## src/rtl/scrub_pkg.sv

```systemverilog
package scrub_pkg;
    localparam int WORD_W = 64;

    localparam logic [1:0] MODE_RD   = 2'd0;
    localparam logic [1:0] MODE_WR   = 2'd1;
    localparam logic [1:0] MODE_WRRD = 2'd2;
    localparam logic [1:0] MODE_RSVD = 2'd3;

    typedef enum logic [1:0] {
        ST_IDLE  = 2'd0,
        ST_WRITE = 2'd1,
        ST_RDREQ = 2'd2,
        ST_RDWT  = 2'd3
    } scrub_state_e;

    // x^64 + x^63 + x^61 + x^60 + 1, shift toward the MSB
    function automatic logic [WORD_W-1:0] lfsr_next(input logic [WORD_W-1:0] s);
        return {s[WORD_W-2:0], s[63] ^ s[62] ^ s[60] ^ s[59]};
    endfunction
endpackage

```

## src/rtl/scrub_lfsr.sv

```systemverilog
module scrub_lfsr
    import scrub_pkg::*;
(
    input  logic              clk,
    input  logic              rst_n,
    input  logic              load,
    input  logic [WORD_W-1:0] seed,
    input  logic              step,
    output logic [WORD_W-1:0] value
);
    typedef struct packed {
        logic [WORD_W-1:0] s;
    } lfsr_t;

    lfsr_t st_d, st_q;

    always_comb begin
        st_d = st_q;
        if (load) begin
            st_d.s = seed;
        end else if (step) begin
            st_d.s = lfsr_next(st_q.s);
        end
    end

    always_ff @(posedge clk or negedge rst_n) begin
        if (!rst_n) st_q <= '0;
        else        st_q <= st_d;
    end

    assign value = st_q.s;
endmodule

```

## src/rtl/scrub_errlog.sv

```systemverilog
module scrub_errlog #(
    parameter int ADDR_W = 40,
    parameter int SLOTS  = 8,
    parameter int CNT_W  = 32
) (
    input  logic                     clk,
    input  logic                     rst_n,
    input  logic                     clr,
    input  logic                     hit,
    input  logic [$clog2(SLOTS)-1:0] slot,
    input  logic [ADDR_W-1:0]        addr,
    output logic [SLOTS-1:0]         vec,
    output logic [CNT_W-1:0]         cnt,
    output logic [31:0]              addr_lo,
    output logic [31:0]              addr_hi
);
    typedef struct packed {
        logic [SLOTS-1:0]  vec;
        logic [CNT_W-1:0]  cnt;
        logic [ADDR_W-1:0] first;
    } log_t;

    log_t lg_d, lg_q;
    logic [63:0] first_wide;

    always_comb begin
        lg_d = lg_q;
        if (clr) begin
            lg_d = '0;
        end else if (hit) begin
            lg_d.vec[slot] = 1'b1;
            if (lg_q.cnt == '0) lg_d.first = addr;
            if (lg_q.cnt != '1) lg_d.cnt = lg_q.cnt + CNT_W'(1);
        end
    end

    always_ff @(posedge clk or negedge rst_n) begin
        if (!rst_n) lg_q <= '0;
        else        lg_q <= lg_d;
    end

    assign first_wide = 64'(lg_q.first);
    assign vec        = lg_q.vec;
    assign cnt        = lg_q.cnt;
    assign addr_lo    = first_wide[31:0];
    assign addr_hi    = first_wide[63:32];

    AST_CNT_MONOTONIC: assert property (@(posedge clk) disable iff (!rst_n)
        !clr |=> lg_q.cnt >= $past(lg_q.cnt));
    AST_VEC_NEEDS_CNT: assert property (@(posedge clk) disable iff (!rst_n)
        (lg_q.cnt == '0) |-> (lg_q.vec == '0));
    AST_CLEAR_EMPTIES: assert property (@(posedge clk) disable iff (!rst_n)
        clr |=> (lg_q.cnt == '0) && (lg_q.first == '0));
endmodule

```

## src/rtl/mem_pattern_scrubber.sv

```systemverilog
module mem_pattern_scrubber
    import scrub_pkg::*;
#(
    parameter int ADDR_W  = 40,
    parameter int NUM_PAT = 8,   // power of two: the slot counter wraps by itself
    parameter int CNT_W   = 32
) (
    input  logic                      clk,
    input  logic                      rst_n,
    input  logic                      start,
    input  logic [1:0]                mode,
    input  logic                      halt_on_err,
    input  logic                      skip_check,
    input  logic                      use_lfsr,
    input  logic [WORD_W-1:0]         lfsr_seed,
    input  logic [NUM_PAT*WORD_W-1:0] pat_words,
    input  logic [ADDR_W-1:0]         range_lo,
    input  logic [ADDR_W-1:0]         range_hi,
    input  logic                      done_clr,
    output logic                      mem_req_valid,
    input  logic                      mem_req_ready,
    output logic                      mem_req_write,
    output logic [ADDR_W-1:0]         mem_req_addr,
    output logic [WORD_W-1:0]         mem_req_wdata,
    input  logic                      mem_rsp_valid,
    input  logic [WORD_W-1:0]         mem_rsp_rdata,
    output logic                      busy,
    output logic                      done,
    output logic [NUM_PAT-1:0]        err_vec,
    output logic [CNT_W-1:0]          err_cnt,
    output logic [31:0]               fail_addr_lo,
    output logic [31:0]               fail_addr_hi
);
    localparam int SLOT_W = $clog2(NUM_PAT);

    typedef struct packed {
        scrub_state_e      st;
        logic [1:0]        mode;
        logic              halt;
        logic              skip;
        logic              rnd;
        logic [ADDR_W-1:0] lo;
        logic [ADDR_W-1:0] hi;
        logic [ADDR_W-1:0] cur;
        logic [SLOT_W-1:0] slot;
        logic [WORD_W-1:0] seed;
        logic              done;
    } ctl_t;

    ctl_t c_d, c_q;

    logic [WORD_W-1:0] pat_arr [NUM_PAT];
    logic [WORD_W-1:0] lfsr_val, lfsr_ld_val, data_sel;
    logic              lfsr_ld, lfsr_step, log_clr, log_hit, is_last, finish;

    for (genvar g = 0; g < NUM_PAT; g++) begin : g_pat
        assign pat_arr[g] = pat_words[g*WORD_W +: WORD_W];
    end

    assign data_sel = c_q.rnd ? lfsr_val : pat_arr[c_q.slot];
    assign is_last  = (c_q.cur == c_q.hi);

    always_comb begin
        c_d         = c_q;
        lfsr_ld     = 1'b0;
        lfsr_ld_val = c_q.seed;
        lfsr_step   = 1'b0;
        log_clr     = 1'b0;
        log_hit     = 1'b0;
        finish      = 1'b0;

        unique case (c_q.st)
            ST_IDLE: begin
                if (start && (mode != MODE_RSVD) && (range_lo <= range_hi)) begin
                    c_d.mode    = mode;
                    c_d.halt    = halt_on_err;
                    c_d.skip    = skip_check;
                    c_d.rnd     = use_lfsr;
                    c_d.lo      = range_lo;
                    c_d.hi      = range_hi;
                    c_d.cur     = range_lo;
                    c_d.slot    = '0;
                    c_d.seed    = lfsr_seed;
                    c_d.st      = (mode == MODE_RD) ? ST_RDREQ : ST_WRITE;
                    lfsr_ld     = 1'b1;
                    lfsr_ld_val = lfsr_seed;
                    log_clr     = 1'b1;
                end
            end
            ST_WRITE: begin
                if (mem_req_ready) begin
                    lfsr_step = 1'b1;
                    if (!is_last) begin
                        c_d.cur  = c_q.cur + ADDR_W'(1);
                        c_d.slot = c_q.slot + SLOT_W'(1);
                    end else if (c_q.mode == MODE_WRRD) begin
                        c_d.st   = ST_RDREQ;
                        c_d.cur  = c_q.lo;
                        c_d.slot = '0;
                        lfsr_ld  = 1'b1;
                    end else begin
                        finish = 1'b1;
                    end
                end
            end
            ST_RDREQ: begin
                if (mem_req_ready) c_d.st = ST_RDWT;
            end
            ST_RDWT: begin
                if (mem_rsp_valid) begin
                    lfsr_step = 1'b1;
                    log_hit   = !c_q.skip && (mem_rsp_rdata != data_sel);
                    if ((log_hit && c_q.halt) || is_last) begin
                        finish = 1'b1;
                    end else begin
                        c_d.st   = ST_RDREQ;
                        c_d.cur  = c_q.cur + ADDR_W'(1);
                        c_d.slot = c_q.slot + SLOT_W'(1);
                    end
                end
            end
            default: c_d.st = ST_IDLE;
        endcase

        if (finish) begin
            c_d.st   = ST_IDLE;
            c_d.done = 1'b1;
        end else if (done_clr) begin
            c_d.done = 1'b0;
        end
    end

    always_ff @(posedge clk or negedge rst_n) begin
        if (!rst_n) c_q <= '0;
        else        c_q <= c_d;
    end

    scrub_lfsr u_lfsr (
        .clk   (clk),
        .rst_n (rst_n),
        .load  (lfsr_ld),
        .seed  (lfsr_ld_val),
        .step  (lfsr_step),
        .value (lfsr_val)
    );

    scrub_errlog #(
        .ADDR_W (ADDR_W),
        .SLOTS  (NUM_PAT),
        .CNT_W  (CNT_W)
    ) u_log (
        .clk     (clk),
        .rst_n   (rst_n),
        .clr     (log_clr),
        .hit     (log_hit),
        .slot    (c_q.slot),
        .addr    (c_q.cur),
        .vec     (err_vec),
        .cnt     (err_cnt),
        .addr_lo (fail_addr_lo),
        .addr_hi (fail_addr_hi)
    );

    assign mem_req_valid = (c_q.st == ST_WRITE) || (c_q.st == ST_RDREQ);
    assign mem_req_write = (c_q.st == ST_WRITE);
    assign mem_req_addr  = c_q.cur;
    assign mem_req_wdata = data_sel;
    assign busy          = (c_q.st != ST_IDLE);
    assign done          = c_q.done;

    AST_REQ_HELD: assert property (@(posedge clk) disable iff (!rst_n)
        mem_req_valid && !mem_req_ready |=> mem_req_valid && $stable(mem_req_addr) && $stable(mem_req_write));
    AST_ONE_READ_OUT: assert property (@(posedge clk) disable iff (!rst_n)
        mem_req_valid && mem_req_ready && !mem_req_write |=> !mem_req_valid);
    AST_QUIET_IDLE: assert property (@(posedge clk) disable iff (!rst_n)
        !busy |-> !mem_req_valid);
    AST_DONE_AT_END: assert property (@(posedge clk) disable iff (!rst_n)
        $fell(busy) |-> done);
    AST_SKIP_NO_COUNT: assert property (@(posedge clk) disable iff (!rst_n)
        busy && c_q.skip |=> $stable(err_cnt) && $stable(err_vec));
    AST_ADDR_IN_RANGE: assert property (@(posedge clk) disable iff (!rst_n)
        mem_req_valid |-> (mem_req_addr >= c_q.lo) && (mem_req_addr <= c_q.hi));
    AST_NO_RESERVED_RUN: assert property (@(posedge clk) disable iff (!rst_n)
        busy |-> c_q.mode != MODE_RSVD);
endmodule

```

## config.mk

```make
export PLATFORM = sky130hd
export DESIGN_NAME = mem_pattern_scrubber
export DESIGN_NICKNAME = d
export VERILOG_FILES = /design/src/rtl/scrub_pkg.sv /design/src/rtl/scrub_lfsr.sv /design/src/rtl/scrub_errlog.sv /design/src/rtl/mem_pattern_scrubber.sv
export SDC_FILE = /design/constraint.sdc
export NUM_CORES = 1
export LEC_CHECK = 0
export CAP_MARGIN = 20
export CORE_AREA = 8 8 363 365
export DETAILED_ROUTE_END_ITERATION = 10
export DIE_AREA = 0 0 371 373
export HOLD_SLACK_MARGIN = 0.08
export SLEW_MARGIN = 20
export SYNTH_ARGS = -nofsm -noshare
export SYNTH_HDL_FRONTEND = slang
export SYNTH_SLANG_ARGS = --single-unit
```

## constraint.sdc

```tcl
create_clock -name clk -period 9.63 [get_ports clk]
set_input_delay 1.926 -clock clk [delete_from_list [all_inputs] [get_ports clk]]
set_output_delay 1.926 -clock clk [all_outputs]
set_load 0.01 [all_outputs]
```

## Word-level counts from Yosys, hierarchy flattened

Cells that the tools add are included.

- Register bits: 339
- Input port bits: 731
- Output and inout port bits: 212
- Word-level logic and storage cells: 119

- Add/subtract/negate cells: 3
- Magnitude comparators: 4
- Eq/ne operators: 20
- Muxes and demuxes: 49
- Bitwise operators: 5
- Reductions and logical operators: 23

Operator list:

| kind | number |
|---|---|
| 2-to-1 mux 64 bit | 7 |
| 2-to-1 mux 43 bit | 5 |
| 2-to-1 mux 194 bit | 1 |
| binary-select mux 64 bit (select 3 bit) | 1 |
| 2-to-1 mux 80 bit | 2 |
| case mux 43 bit (3 select lines) | 1 |
| != test 64 bit | 1 |
| adder 40 x 1 -> 40 bit (second input constant) | 1 |
| equality test 40 bit | 1 |
| <= comparator 40 bit | 1 |
| 2-to-1 mux 40 bit | 1 |
| adder 32 x 1 -> 32 bit (second input constant) | 1 |
| zero test 32 bit | 1 |
| 2-to-1 mux 32 bit | 1 |
| != test 32 bit (second input constant) | 1 |
| 2-to-1 mux 1 bit | 17 |
| 2-to-1 mux 2 bit | 8 |
| != test 3 bit (second input constant) | 4 |
| nonzero test 2 bit | 6 |
| != test 2 bit (second input constant) | 5 |
| OR 8 bit | 1 |
| case mux 2 bit (4 select lines) | 1 |
| AND reduction 7 bit | 1 |
| equality test 2 bit (second input constant) | 3 |
| other kinds (18) | 32 |

## Longest topological paths before layout

- Depth after elaboration: 14
- Gate-level depth with buffers: 20
- Mapped depth without buffers: 13

## Modules after synthesis

From an unflattened synthesis, not the netlist that was laid out.

- Cell total of the unflattened synthesis: 2396
- Area, all modules: 24254.5 um^2

By module, submodules not included:

| module | times used | cells each | area each (um^2) | sequential area each (um^2) |
|---|---|---|---|---|
| mem_pattern_scrubber | 1 | 1718 | 17292.8 | 4879.7 |
| scrub_errlog | 1 | 397 | 3991.3 | 2001.9 |
| scrub_lfsr | 1 | 281 | 2970.3 | 1601.5 |

## Least setup slack after synthesis

No wires, ideal clock.

- Path kind: input-to-reg
- From: in pat_words[426]
- To: reg u_log.lg_q, in the netlist u_log.cnt[1]
- Setup time: 0.132 ns
- Arrival: 5.036 ns
- Data required time: 9.498 ns
- Setup slack: 4.462 ns
- Cell stages on the path: 13
- Path buffers: 2
- Cells stage by stage: mux2i_1 -> mux4_2 -> a41oi_1 -> xor2_1 -> or4_1 -> or4_1 -> or4_4 -> o21ai_2 -> or2_4 -> buf_6 -> buf_6 -> mux2i_1 -> nor2_1

- Cells in the longest elaborated chain, start to end: 10

RTL lines:

| what | line | text |
|---|---|---|
| from (decl) | mem_pattern_scrubber.sv:16 | `input logic [NUM_PAT*WORD_W-1:0] pat_words,` |
| binary-select mux 64 bit (select 3 bit) | mem_pattern_scrubber.sv:60 | `assign data_sel = c_q.rnd ? lfsr_val : pat_arr[c_q.slot];` |
| 2-to-1 mux 64 bit (implied by the code) (2 in a row) | mem_pattern_scrubber.sv:60 |  |
| 2-to-1 mux 64 bit | mem_pattern_scrubber.sv:60 |  |
| named net mem_req_wdata[42] | mem_pattern_scrubber.sv:24 | `output logic [WORD_W-1:0] mem_req_wdata,` |
| != test 64 bit | mem_pattern_scrubber.sv:112 | `log_hit = !c_q.skip && (mem_rsp_rdata != data_sel);` |
| logical AND 1 bit | mem_pattern_scrubber.sv:112 |  |
| 2-to-1 mux 1 bit | mem_pattern_scrubber.sv:110 | `if (mem_rsp_valid) begin` |
| 2-to-1 mux 1 bit | mem_pattern_scrubber.sv:72 | `unique case (c_q.st)` |
| nonzero test 2 bit (no line) | -- |  |
| AND reduction 2 bit (no line) | -- |  |
| to (signal assigned) | scrub_errlog.sv:39 | `else lg_q <= lg_d;` |
| to (decl) | scrub_errlog.sv:23 | `log_t lg_d, lg_q;` |

The timed path passes the listed nets, and every way through them passes these cells. The select of a mux whose other input is x is not followed.
A chain may end at the register's enable or synchronous reset.

## Final worst setup path

- From: in pat_words[65]
- To: out mem_req_wdata[1]

- Cells in the longest elaborated chain, start to end: 4

RTL lines:

| what | line |
|---|---|
| binary-select mux 64 bit (select 3 bit) | mem_pattern_scrubber.sv:60 |
| 2-to-1 mux 64 bit (implied by the code) (2 in a row) | mem_pattern_scrubber.sv:60 |
| 2-to-1 mux 64 bit | mem_pattern_scrubber.sv:60 |
| to (decl) | mem_pattern_scrubber.sv:24 |

Every way passes these cells. The select of a mux whose other input is x is not followed.

==> results.md <==
- Outcome: complete, no violations
- Hold buffer count at CTS: 0
- Final WL: 178 mm
- Maximum VDD drop: 0.161 mV
- # rows: 131
- Io pins: 943
- DRC viols: 0
- Cells after synthesis: 2808
- Max_cap viols: 0
- FF-to-FF setup slack: 3.08 ns
- Number of global-route vias before repair: 26200
- Die area: 138000 um2
- Die height: 373 um
- Final core occ: 29.1%
- Leakage: 0.0143 uW
- RSZ-0062 raised after global routing: false
- Main combinational cell family by area after synthesis: simple AND/OR/NAND/NOR gates
- CP required: 7.70 ns
- Synth area leader: dfrtp_1
- Min-delay src: c_q[158]
- Grt ovf: 0
- FF+latch count, synth: 339
- Worst hold path cell count: 2
- Post-Synth Adder-Cell Area: 2.43%
- Yosys top cell area share: 34.3%
- Final Max Tran Viols: 0
- Tcrit/Tclk final: 70.6%
- TritonCTS Sinks: 339
- Die X: 371 um
- Slew margin rel.: 15.1%
- Antenna Nets Post-Route: 0
- Logic pwr share: 57.1%
- Initial DRT Pass Iterations: 5
- Pin count of the biggest net entering global routing: 119
- Crit end category: primary output
- FF-to-FF Start: c_q[66]
- Clock transition at path regs: 0.06 ns
- Global-route wire length before repair: 235 mm
- Fin crit period: 6.79 ns
- Initial antenna violation count: 100
- Synth Area in Compound Gates: 17.6%
- Multiplexer share of the synthesized area: 14.5%
- Initial DRC Count: 3315
- H-tree depth: 2
- Synth cell types: 92
- Synth warnings: 0
- I/O Buffers: 918
- Worst-margin pin slew: 1.26 ns
- Hold Path End: c_q[158]
- Max Fclk: 147 MHz
- CP Class: input port to primary output
- Clock skew: 0.0442 ns
- Switching share of total power: 48.2%
- Internal power: 5120 uW
- Detailed-route via count: 27200
- Synth Cell Area: 24700 um2
- Vias per std cell: 5.11
- Post_cts resized: 0
- Total power: 9890 uW
- PD cells: 269 nW/um2
- CTS buffer count: 44
- Final hold vios: 0
- Non-Filler Instances: 5328
- CTS max path bufs: 3
- FF-to-FF End: u_log.addr_lo[10]
- Largest cells by area after synthesis: dfrtp_1, mux2i_1, nand2_1, mux2_2, o21ai_0
- HPWL Detailed: 147 mm
- Most used flip-flop cell after synthesis: dfrtp_1
- DR WL/cell: 33.3 um
- Proportion of layout cells with a drive suffix above 1: 8.76%
- Postcts setup bufs: 0
- Crit path DAT: 4.87 ns
- Later-pin clock latency in the skew report: 0.63 ns
- Setup violators final: 0
- Root buffer cell: clkbuf_16
- Mapped Avg Cell Area: 8.81 um2
- Clk pwr share: 17.5%
- Core Region: 126000 um2
- Final Net Count: 4365
- Async set or reset register ratio after synthesis: 100%
- CP Max Fanout: 4
- Post-Synth Simple-Gate Area: 19.2%
- GR Util All Layers: 24.4%
- Startpoint Class: input port
- Seq/Total Area, Yosys: 34.3%
- Worst r2r path cells: 15
- Initial Utilization: 19.6%
- EDFF count, synth: 0
- TritonCTS clock tree: built
- Psw: 4770 uW
- Sequential Power Share: 25.4%
- GPL Wtd Cong: 1.02
- Dpl cells: 5202
- XOR/XNOR Fraction of Synth Area: 4.57%
- TNS Setup: 0 ns
- Layout area overhead: 48.7%
- HP Class: flip-flop to flip-flop
how the worst max path moves through the flow:
stage	from	endpoint	slack [ns]	depth (start not counted)
after global placement	pat_words[441]	u_log.addr_lo[3]	2.39	14
final	pat_words[65]	mem_req_wdata[1]	2.84	6
after CTS	pat_words[65]	mem_req_wdata[1]	2.96	6
after floorplan	pat_words[426]	u_log.cnt[1]	4.46	13
after detailed placement	pat_words[185]	u_log.addr_lo[3]	2.42	14
after global routing	pat_words[185]	u_log.addr_lo[10]	2.84	14
flip-flops by register name (all words and copies together) (netlist names):
signal,flops
u_log.addr_hi,8
done,1
u_lfsr.value,64
u_log.cnt,32
c_q,154
mem_req_addr,40
u_log.vec,8
u_log.addr_lo,32
cells by family (layout without fill, tap and decap cells):
logic type,after synthesis,in the layout
and+or+nand+nor,989,989
AOI/OAI and AO/OA,641,641
buffers and inverters,349,1137
DFF,339,339
muxes,312,312
xor gates and xnor gates,129,129
adders and majority gates,48,48
other,1,71
metal layers:
metal	share of wire (%)	up-vias	GRT usage (%)	wire length, um
met1	45	13600	34.6	79200
met2	40	1559	33.8	70900
li1	-	11700	-	-
met5	0.25	-	0	442
met4	2.2	68	5.18	3890
met3	13	242	10.5	23200
layout by cell type, fill, tap and decap left out, types with 79 or more instances in the layout:
cell / netlist / final
nand2_1: 437 / 436
nor2_1: 142 / 141
nand3_1: 89 / 88
clkdlybuf4s50_1: 0 / 917
mux2_2: 111 / 111
inv_1: 80 / 79
o21ai_0: 149 / 149
o21ai_1: 97 / 97
dfrtp_1: 339 / 335
a21oi_1: 81 / 81
mux2i_1: 167 / 167
through the flow:
| stage | hold WS, ns | setup slack [ns] | area, um2 |
|---|---|---|---|
| after floorplan | 0.441 | 4.46 | 24800 |
| after global placement | 0.456 | 2.39 | 35200 |
| after detailed placement | 0.462 | 2.42 | 35200 |
| after CTS | 0.476 | 2.96 | 36600 |
| after global routing | 0.491 | 2.84 | 36700 |
| final | 0.475 | 2.84 | 36800 |
Yosys cell counts, types with 19 or more instances:
master,count
o21ai_1,97
xor2_1,53
nor2b_1,33
mux2i_1,167
a22oi_1,24
clkbuf_1,108
nor2_1,142
nand4_1,39
mux4_2,25
a21oi_1,81
buf_2,42
buf_6,19
a221oi_1,58
nor3_1,38
dfrtp_1,339
nand3_1,89
nand2_1,437
a222oi_1,22
buf_4,85
nor4_1,34
mux2_2,111
and2_1,19
inv_1,80
o21ai_0,149
ha_1,48
nand2b_1,46
and3_1,21
xnor2_1,76
critical path, stage by stage:
cell	delay, ns
clkdlybuf4s50_1	0.44
mux2_2	0.27
a221o_1	0.36
a221oi_2	0.94
a21oi_1	0.32
clkdlybuf4s50_1	0.59
power groups by stage:
| stage | clock (uW) | combinational (uW) | sequential, uW |
|---|---|---|---|
| final | 1730 | 5650 | 2510 |
| after global routing | 1820 | 5920 | 2560 |
| after CTS | 1770 | 5560 | 2500 |
| after detailed placement | 0 | 5540 | 2530 |
| after global placement | 0 | 5520 | 2510 |
| after floorplan | 0 | 2930 | 2230 |
final cells by class:
| cell class | instances | area, um2 |
|---|---|---|
| multi-input combinational | 2143 | 14600 |
| clock buffer | 59 | 1230 |
| clock inverter | 20 | 248 |
| inverter | 82 | 308 |
| timing repair buffer | 976 | 9680 |
| tap | 1662 | 2080 |
| fill | 13500 | 89600 |
| antenna | 47 | 118 |
| sequential | 339 | 8500 |
Note: power is estimated with default switching activity, not from simulation.
